<file path="src/rtl/sramwin_pkg.sv">
package sramwin_pkg;
    localparam int LIM_W = 16;

    typedef enum logic [1:0] {
        SZ_BYTE = 2'd0,
        SZ_HALF = 2'd1,
        SZ_WORD = 2'd2,
        SZ_RSVD = 2'd3
    } xfer_size_t;

    typedef enum logic [1:0] {
        RG_BASE   = 2'd0,
        RG_LIMITS = 2'd1,
        RG_OFFSET = 2'd2,
        RG_DATA   = 2'd3
    } reg_sel_t;

    typedef enum logic [2:0] {
        ST_IDLE,
        ST_CHECK,
        ST_MEM,
        ST_DATA,
        ST_DONE
    } fsm_state_t;

    function automatic logic [2:0] size_bytes(input xfer_size_t s);
        unique case (s)
            SZ_BYTE: size_bytes = 3'd1;
            SZ_HALF: size_bytes = 3'd2;
            default: size_bytes = 3'd4;
        endcase
    endfunction
endpackage

</file>
<file path="src/rtl/sramwin_regs.sv">
module sramwin_regs
    import sramwin_pkg::*;
#(
    parameter int ADDR_W = 32,
    parameter int OFF_W  = 15
) (
    input  logic              clk,
    input  logic              rst_n,
    input  logic              wr_base,
    input  logic              wr_lim,
    input  logic              wr_off,
    input  logic [31:0]       wdata,
    input  logic              step_en,
    input  logic [2:0]        step_bytes,
    output logic [ADDR_W-1:0] base_q,
    output logic [31:0]       lim_q,
    output logic [OFF_W-1:0]  off_q
);
    always_ff @(posedge clk) begin
        if (!rst_n) begin
            base_q <= '0;
            lim_q  <= '0;
            off_q  <= '0;
        end else begin
            if (wr_base) base_q <= {wdata[ADDR_W-1:2], 2'b00};
            if (wr_lim)  lim_q  <= wdata;
            if (wr_off)       off_q <= wdata[OFF_W-1:0];
            else if (step_en) off_q <= off_q + OFF_W'(step_bytes);
        end
    end

    // the offset advances by the access size, modulo the offset width
    a_r7_offset_step: assert property (@(posedge clk) disable iff (!rst_n)
        step_en && !wr_off |=> off_q == $past(off_q) + OFF_W'($past(step_bytes)));
endmodule

</file>
<file path="src/rtl/sramwin_gate.sv">
module sramwin_gate
    import sramwin_pkg::*;
#(
    parameter int OFF_W = 15
) (
    input  logic [OFF_W-1:0] off,
    input  logic [31:0]      lim,
    input  logic             we,
    output logic             ok
);
    localparam int LW = LIM_W - 2;

    logic [LW-1:0] word_idx;
    logic [LW-1:0] rd_words;
    logic [LW-1:0] wr_words;
    logic          unused_lim_bits;

    assign word_idx = LW'(off[OFF_W-1:2]);
    assign rd_words = lim[LIM_W-1:2];
    assign wr_words = lim[2*LIM_W-1:LIM_W+2];
    assign ok       = we ? (word_idx < wr_words) : (word_idx < rd_words);
    assign unused_lim_bits = ^{lim[1:0], lim[LIM_W+1:LIM_W]};
endmodule

</file>
<file path="src/rtl/sramwin_lane.sv">
module sramwin_lane
    import sramwin_pkg::*;
(
    input  xfer_size_t  size,
    input  logic [1:0]  lane,
    input  logic [31:0] wdata,
    input  logic [31:0] rdata_raw,
    output logic [3:0]  be,
    output logic [31:0] wdata_lane,
    output logic [31:0] rdata_just
);
    logic [1:0]  lane_eff;
    logic [31:0] mask;
    logic [3:0]  be_base;

    always_comb begin
        unique case (size)
            SZ_BYTE: begin lane_eff = lane;          mask = 32'h0000_00FF; be_base = 4'b0001; end
            SZ_HALF: begin lane_eff = {lane[1], 1'b0}; mask = 32'h0000_FFFF; be_base = 4'b0011; end
            default: begin lane_eff = 2'b00;         mask = 32'hFFFF_FFFF; be_base = 4'b1111; end
        endcase
    end

    assign be         = be_base << lane_eff;
    assign wdata_lane = (wdata & mask) << {lane_eff, 3'b000};
    assign rdata_just = (rdata_raw >> {lane_eff, 3'b000}) & mask;
endmodule

</file>
<file path="src/rtl/sramwin_port.sv">
module sramwin_port
    import sramwin_pkg::*;
#(
    parameter int NUM_WIN = 2,
    parameter int ADDR_W  = 32,
    parameter int OFF_W   = 15,
    localparam int WIN_W  = (NUM_WIN > 1) ? $clog2(NUM_WIN) : 1
) (
    input  logic              clk,
    input  logic              rst_n,
    input  logic              hst_req,
    input  logic              hst_we,
    input  logic [WIN_W-1:0]  hst_win,
    input  logic [1:0]        hst_sel,
    input  logic [1:0]        hst_size,
    input  logic [31:0]       hst_wdata,
    output logic              hst_ack,
    output logic [31:0]       hst_rdata,
    output logic              mem_req,
    output logic              mem_we,
    output logic [ADDR_W-1:0] mem_addr,
    output logic [3:0]        mem_be,
    output logic [31:0]       mem_wdata,
    input  logic [31:0]       mem_rdata
);
    fsm_state_t state, state_nx;

    logic             cmd_we;
    logic [WIN_W-1:0] cmd_win;
    reg_sel_t         cmd_sel;
    xfer_size_t       cmd_size;
    logic [31:0]      cmd_wdata;
    logic [31:0]      result_q;

    logic [ADDR_W-1:0] base_arr [NUM_WIN];
    logic [31:0]       lim_arr  [NUM_WIN];
    logic [OFF_W-1:0]  off_arr  [NUM_WIN];

    logic [ADDR_W-1:0] base_sel;
    logic [31:0]       lim_sel;
    logic [OFF_W-1:0]  off_sel;
    logic              gate_ok;
    logic [31:0]       rd_just;

    // ---------------- state register ----------------
    always_ff @(posedge clk) begin
        if (!rst_n) state <= ST_IDLE;
        else        state <= state_nx;
    end

    always_comb begin
        state_nx = state;
        unique case (state)
            ST_IDLE:  if (hst_req) state_nx = ST_CHECK;
            ST_CHECK: state_nx = (cmd_sel == RG_DATA && gate_ok) ? ST_MEM : ST_DONE;
            ST_MEM:   state_nx = cmd_we ? ST_DONE : ST_DATA;
            ST_DATA:  state_nx = ST_DONE;
            ST_DONE:  state_nx = ST_IDLE;
            default:  state_nx = ST_IDLE;
        endcase
    end

    // ---------------- outputs ----------------
    always_comb begin
        hst_ack = 1'b0;
        mem_req = 1'b0;
        unique case (state)
            ST_MEM:  mem_req = 1'b1;
            ST_DONE: hst_ack = 1'b1;
            default: ;
        endcase
    end

    assign hst_rdata = result_q;
    assign mem_we    = cmd_we;
    assign mem_addr  = base_sel + ADDR_W'({off_sel[OFF_W-1:2], 2'b00});

    // ---------------- command latch ----------------
    always_ff @(posedge clk) begin
        if (!rst_n) begin
            cmd_we    <= 1'b0;
            cmd_win   <= '0;
            cmd_sel   <= RG_BASE;
            cmd_size  <= SZ_BYTE;
            cmd_wdata <= '0;
        end else if (state == ST_IDLE && hst_req) begin
            cmd_we    <= hst_we;
            cmd_win   <= hst_win;
            cmd_sel   <= reg_sel_t'(hst_sel);
            cmd_size  <= xfer_size_t'(hst_size);
            cmd_wdata <= hst_wdata;
        end
    end

    // ---------------- window registers ----------------
    for (genvar i = 0; i < NUM_WIN; i++) begin : g_win
        logic hit;
        assign hit = (state == ST_DONE) && (cmd_win == WIN_W'(i));
        sramwin_regs #(.ADDR_W(ADDR_W), .OFF_W(OFF_W)) u_regs (
            .clk        (clk),
            .rst_n      (rst_n),
            .wr_base    (hit && cmd_we && cmd_sel == RG_BASE),
            .wr_lim     (hit && cmd_we && cmd_sel == RG_LIMITS),
            .wr_off     (hit && cmd_we && cmd_sel == RG_OFFSET),
            .wdata      (cmd_wdata),
            .step_en    (hit && cmd_sel == RG_DATA),
            .step_bytes (size_bytes(cmd_size)),
            .base_q     (base_arr[i]),
            .lim_q      (lim_arr[i]),
            .off_q      (off_arr[i])
        );
    end

    assign base_sel = base_arr[cmd_win];
    assign lim_sel  = lim_arr[cmd_win];
    assign off_sel  = off_arr[cmd_win];

    sramwin_gate #(.OFF_W(OFF_W)) u_gate (
        .off (off_sel),
        .lim (lim_sel),
        .we  (cmd_we),
        .ok  (gate_ok)
    );

    sramwin_lane u_lane (
        .size       (cmd_size),
        .lane       (off_sel[1:0]),
        .wdata      (cmd_wdata),
        .rdata_raw  (mem_rdata),
        .be         (mem_be),
        .wdata_lane (mem_wdata),
        .rdata_just (rd_just)
    );

    // ---------------- result register ----------------
    always_ff @(posedge clk) begin
        if (!rst_n) begin
            result_q <= '0;
        end else if (state == ST_CHECK) begin
            if (cmd_we) begin
                result_q <= '0;
            end else begin
                unique case (cmd_sel)
                    RG_BASE:   result_q <= 32'(base_sel);
                    RG_LIMITS: result_q <= lim_sel;
                    RG_OFFSET: result_q <= 32'(off_sel);
                    default:   result_q <= gate_ok ? result_q : 32'hFFFF_FFFF;
                endcase
            end
        end else if (state == ST_DATA) begin
            result_q <= rd_just;
        end
    end

    // ---------------- assertions ----------------
    // acknowledge is a single-cycle pulse
    a_r2_ack_pulse: assert property (@(posedge clk) disable iff (!rst_n)
        hst_ack |=> !hst_ack);
    // a command in flight is not overwritten by a new request
    a_r2_cmd_hold: assert property (@(posedge clk) disable iff (!rst_n)
        (state != ST_IDLE) |=> $stable(cmd_wdata) && $stable(cmd_sel) && $stable(cmd_win));
    // a direction whose limit is zero never reaches the SRAM
    a_r4_gate: assert property (@(posedge clk) disable iff (!rst_n)
        mem_req |-> (mem_we ? (lim_sel[31:18] != '0) : (lim_sel[15:2] != '0)));
    // only data-register commands produce SRAM cycles
    a_r5_data_only: assert property (@(posedge clk) disable iff (!rst_n)
        mem_req |-> cmd_sel == RG_DATA);
    // byte enables form a legal lane pattern
    a_r6_be_shape: assert property (@(posedge clk) disable iff (!rst_n)
        mem_req |-> (mem_be inside {4'h1, 4'h2, 4'h4, 4'h8, 4'h3, 4'hC, 4'hF}));
    // SRAM addresses are word aligned
    a_r8_addr_align: assert property (@(posedge clk) disable iff (!rst_n)
        mem_req |-> mem_addr[1:0] == 2'b00);
endmodule

</file>
<file path="config.mk">
export PLATFORM = sky130hd
export DESIGN_NAME = sramwin_port
export DESIGN_NICKNAME = d
export VERILOG_FILES = /design/src/rtl/sramwin_pkg.sv /design/src/rtl/sramwin_regs.sv /design/src/rtl/sramwin_gate.sv /design/src/rtl/sramwin_lane.sv /design/src/rtl/sramwin_port.sv
export SDC_FILE = /design/constraint.sdc
export NUM_CORES = 1
export LEC_CHECK = 0
export ABC_AREA = 0
export BUFFER_PORTS_ARGS = -buffer_cell sky130_fd_sc_hd__buf_2
export CAP_MARGIN = 20
export CORE_MARGIN = 2
export CORE_UTILIZATION = 50
export CTS_CLUSTER_DIAMETER = 60
export DETAILED_ROUTE_END_ITERATION = 10
export GPL_TIMING_DRIVEN = 1
export PLACE_DENSITY = 0.73
export RECOVER_POWER = 25
export SLEW_MARGIN = 10
export SYNTH_ARGS = -nofsm -noshare
export SYNTH_HDL_FRONTEND = slang
export SYNTH_HIERARCHICAL = 1
export SYNTH_SLANG_ARGS = --single-unit
export TNS_END_PERCENT = 30
</file>
<file path="constraint.sdc">
create_clock -name clk -period 10 [get_ports clk]
set_input_delay 2 -clock clk [delete_from_list [all_inputs] [get_ports clk]]
set_output_delay 2 -clock clk [all_outputs]
set_load 0.05 [all_outputs]
</file>
# Word level (Yosys, flattened, before mapping)
# Index checks and enable logic that the tools add are counted.
# word_totals
register_bits	227
output_inout_bits	103
input_bits	73
# classes
eq_ne	10
n_shift	3
reduce_logical	21
add_sub_neg	3
order_cmp	3
muxes	29
n_bitwise	4
# op_table
operator	n
two-way mux 32 bit	10
two-way mux 15 bit	7
one-hot mux 32 bit (3 select lines)	1
AND 32 bit	2
one-hot mux 32 bit (2 select lines)	1
adder 32 x 15 -> 32 bit	1
<< shifter 32 x 5 -> 32 bit	1
right shift 32 x 5 -> 32 bit	1
adder 15 x 3 -> 15 bit	2
< comparator 13 x 14 -> 1 bit	2
logical AND 1 bit	14
one-hot mux 3 bit (4 select lines)	1
two-way mux 3 bit	3
one-hot mux 4 bit (2 select lines)	1
== test 3 x 2 -> 1 bit, second input constant	2
!= test 6 bit, second input constant	1
one-hot mux 3 bit (2 select lines)	1
nonzero test 2 bit	3
== test 2 x 1 -> 1 bit, second input constant	2
== test 2 bit, second input constant	2
logical NOT 2 bit	2
one-hot mux 2 bit (2 select lines)	1
<< shifter 4 x 2 -> 4 bit	1
== test 3 x 1 -> 1 bit, second input constant	1
8 further kinds	10

# Depth between registers and ports, before layout
# depth
depth_word	10
mapped_depth	17
mapped_depth_nobuf	13

# Cells and area by module
# The synthesis kept the hierarchy.
# by_module_without_submodules
mod	seq_area_each_um2	area_each_um2	n_inst	cells_each
sramwin_regs	1541.5	3118.0	2	313
sramwin_port	1461.4	5575.3	1	689
sramwin_lane	0.0	973.4	1	167
sramwin_gate	0.0	644.4	1	87

# Worst setup path after synthesis
# Ideal clock, no wire load.
# synth_path
path_type	reg-to-output
start	register cmd_win
end	output mem_addr[17]
n_path_buf	3
setup_slack_ns	4.621
path_stages_with_launch	12
arrival_ns	3.379
cell_sequence	dfxtp_1 buf_4 buf_4 buf_4 mux2_2 ha_1 a21oi_1 nand4b_1 a211o_1 a311o_2 xor2_1 mux2i_1
# synth_between
elab_chain_cells	5
word_cells_on_any_way	8
# synth_lines
item	line_no	text
start, declared	sramwin_port.sv:29	logic [WIN_W-1:0] cmd_win;
start signal, assigned	sramwin_port.sv:88	cmd_win <= hst_win;
NOT 1 -> 2 bit (not written as such)	sramwin_port.sv:116	assign off_sel = off_arr[cmd_win];
two-way mux 15 bit (not written as such) (3 in a row)	sramwin_port.sv:116	
named net off_sel[3]	sramwin_port.sv:41	logic [OFF_W-1:0] off_sel;
adder 32 x 15 -> 32 bit	sramwin_port.sv:76	assign mem_addr = base_sel + ADDR_W'({off_sel[OFF_W-1:2], 2'b00});
end, declared	sramwin_port.sv:21	output logic [ADDR_W-1:0] mem_addr,
# The timed path passes the listed nets, and every way through them passes these cells. The select of a mux whose other input is x is not followed.

# Worst setup path after layout
# layout_path
start	register cmd_win
end	output mem_addr[26]
# Same word-level chain as after synthesis.

==> results.toml <==
[critical_path]
crit_type = "reg2out"
path_max_fanout = 42
end_kind = "output pin"
critPathRequiredTime_ns = 8.00
critPathLaunchType = "register"
r2r_slack_ns = 5.55
crit_arrival_ns = 3.94

[clock_network]
hold_buffers = 0
cts_root_buffer = "clkbuf_16"
ctsResizeCount = 0
clk_pin_slew_worst_paths_ns = 0.06
worstSkewPairLatency_ns = 0.54
cts_max_path_buffers = 3
clock-sinks = 227
cts_inserted_buffers = 27
post_cts_buffers = 0
cts_tree = "done"
htreeDepth = 1

[synth]
yosysTopAreaCellShare = 0.338
synth_flop_cell = "dfxtp_1"
synthSimpleGateAreaFrac = 0.169
synth_fa_ha_area_frac = 0.0445
yosys_warnings = 6
synth_cells = 1569
synth_common_cells = "227 x dfxtp_1, 198 x nor2_1, 159 x nand2_1, 154 x mux2i_1, 89 x a21oi_1"
synth_area_leader_cell = "dfxtp_1"
yosysMostFrequentCell = "dfxtp_1"
synth_area_um2 = 13400
ys_async_sr_fraction = 0
syn_avg_cell_area_um2 = 8.56
ys_ff_latch = 227
synth.area.top_cells = "dfxtp_1 34%, mux2i_1 11%, nor2_1 5.5%"
synth.distinct_cells = 80
synth-edff-count = 0
synth-xor-area-share = 0.0307
synth.mux.area_fraction = 0.168
synth-compound-area-share = 0.189
ys_seq_area_frac = 0.338
synth_top_family_by_area = "compound AO/OA/AOI/OAI gates"

[sta]
tightest_slew_ns = 2.31
clock_skew_ns = 0.0167
maxSlewHeadroom = -0.541
rsz0062_at_grt = "no"
setup_slack_ns = 4.06
timing.final.hold_violations = 0
setup-violations-final = 0
period_share = 0.594
tns_ns = 0
fmax_mhz = 168
drv_slew = 101
hold-worst-slack_ns = 0.491
fin_crit_ns = 5.94

[place]
io_buffers = 173
dp_hpwl_um = 32300
dpl_cell_area_um2 = 14300
place.gp.congestion = 0.977
dp_slack_ns = 4.70
place_inst = 1984

[global_routing]
grt_pass1_vias = 11200
antenna_found_initial = 0
grt.overflow.total = 0
grt_max_degree = 65
grt_pass1_wl_um = 67300
grt_usage = 0.307

[route]
drt-total-wl_um = 45100
vias = 12200
wl_per_cell_um = 22.2
first_pass_iters = 5
drc_errors = 0
via_per_inst = 5.98
ant_nets = 0
drt_iter0_markers = 1384

[run_status]
status = "complete, but fails checks"
violations = "max-capacitance violations, max-slew violations"

[cells_and_area]
syn_to_final_growth_pct = 14.2
num-fill-cells = 2366
diodes = 0
final_area_um2 = 15300
final_util = 0.585
drive_above_1_share = 0.197
instances_no_fill = 2035
fin_nets = 1799

[floorplanning]
initial_utilization = 0.512
rows = 59
chipHeight_um = 168
top_level_ports = 176
die_w_um = 168
dieArea_um2 = 28200
core_um2 = 26200

[power_and_ir_drop]
p_per_area_nw_per_um2 = 150
irDropWorstVdd_mv = 0.183
leakage_nw = 5.97
fin_total_pwr_mw = 2.30

[run]
maxCapViolations = 2

[worst_hold_path]
holdCritPathClass = "reg2reg"
## state kept, by name (all words and copies together) (netlist names)
register / count
mem_we: 1
g_win.u_regs/base_q: 60
state: 3
cmd_sel: 2
g_win.u_regs/lim_q: 64
cmd_size: 2
cmd_wdata: 32
cmd_win: 1
hst_rdata: 32
g_win.u_regs/off_q: 30
## routing by layer
metal | GRT usage | vias up | share of wire
li1 | - | 5707 | -
met1 | 0.410 | 5833 | 0.42
met2 | 0.487 | 525 | 0.45
met3 | 0.0484 | 113 | 0.070
met4 | 0.147 | 0 | 0.052
met5 | 0 | - | 0
## logic make-up after synthesis
group | Yosys count
buffers and inverters | 169
other | 2
AOI/OAI and AO/OA | 373
adders and majority gates | 46
and+or+nand+nor | 487
xor gates and xnor gates | 47
muxes | 218
DFF | 227
## worst max-delay path, stage by stage, from the launching register on
cell and delay (ns):
dfxtp_4 0.74, mux2_2 0.46, ha_1 0.38, a21o_1 0.21, a211oi_1 0.32, a21oi_1 0.14
a211oi_2 0.50, nor3_1 0.16, xnor2_1 0.18, buf_2 0.29
## placed cells by master (no fill, tap or decap), types with 6 or more instances in the layout
master and n:
nand2_1 159, a21o_1 11, inv_1 52, buf_2 154, nor2_1 193, a22oi_1 14
a211o_1 17, and4_1 6, nand2b_1 16, nand3_1 16, and2_1 25, clkinv_2 6
o21a_1 9, xnor2_1 30, mux2_1 7, ha_1 43, clkbuf_16 27, a22o_1 8
nor2_4 6, mux2i_1 154, dfxtp_1 225, a21oi_1 89, a31oi_1 31, clkbuf_1 20
a21boi_0 39, nor2b_1 13, xor2_1 17, nor3_1 9, o211ai_1 6, buf_4 20
a211oi_1 16, o21ai_1 8, nand4_1 10, a22oi_2 8, bufinv_16 6, o21ai_0 81
mux2_2 57
## worst paths after layout
kind / startpoint / to / depth (start not counted)
worst max-delay path: cmd_win / mem_addr[26] / 9
worst min-delay path: g_win[0].u_regs/base_q[11] / g_win[0].u_regs/base_q[11] / 2
worst max register to register: cmd_win / hst_rdata[7] / 14
worst min register to register: g_win[0].u_regs/base_q[11] / g_win[0].u_regs/base_q[11] / 2
## layout make-up
cell class	count	area [um2]	area share
multi-input combinational	1175	8140	0.530
clock inverter	18	274	0.0179
tap	335	419	0.0273
sequential	227	4550	0.297
inverter	53	199	0.0130
timing repair buffer	196	1030	0.0672
clock buffer	31	731	0.0476
## power breakdown
| group | total (mW) | internal (mW) | switching [mW] | leakage [nW] |
|---|---|---|---|---|
| logic | 0.228 | 0.0634 | 0.165 | 3.64 |
| clock network | 1.11 | 0.684 | 0.424 | 0.498 |
| registers | 0.960 | 0.923 | 0.0363 | 1.84 |
(Power assumes the default switching activity.)
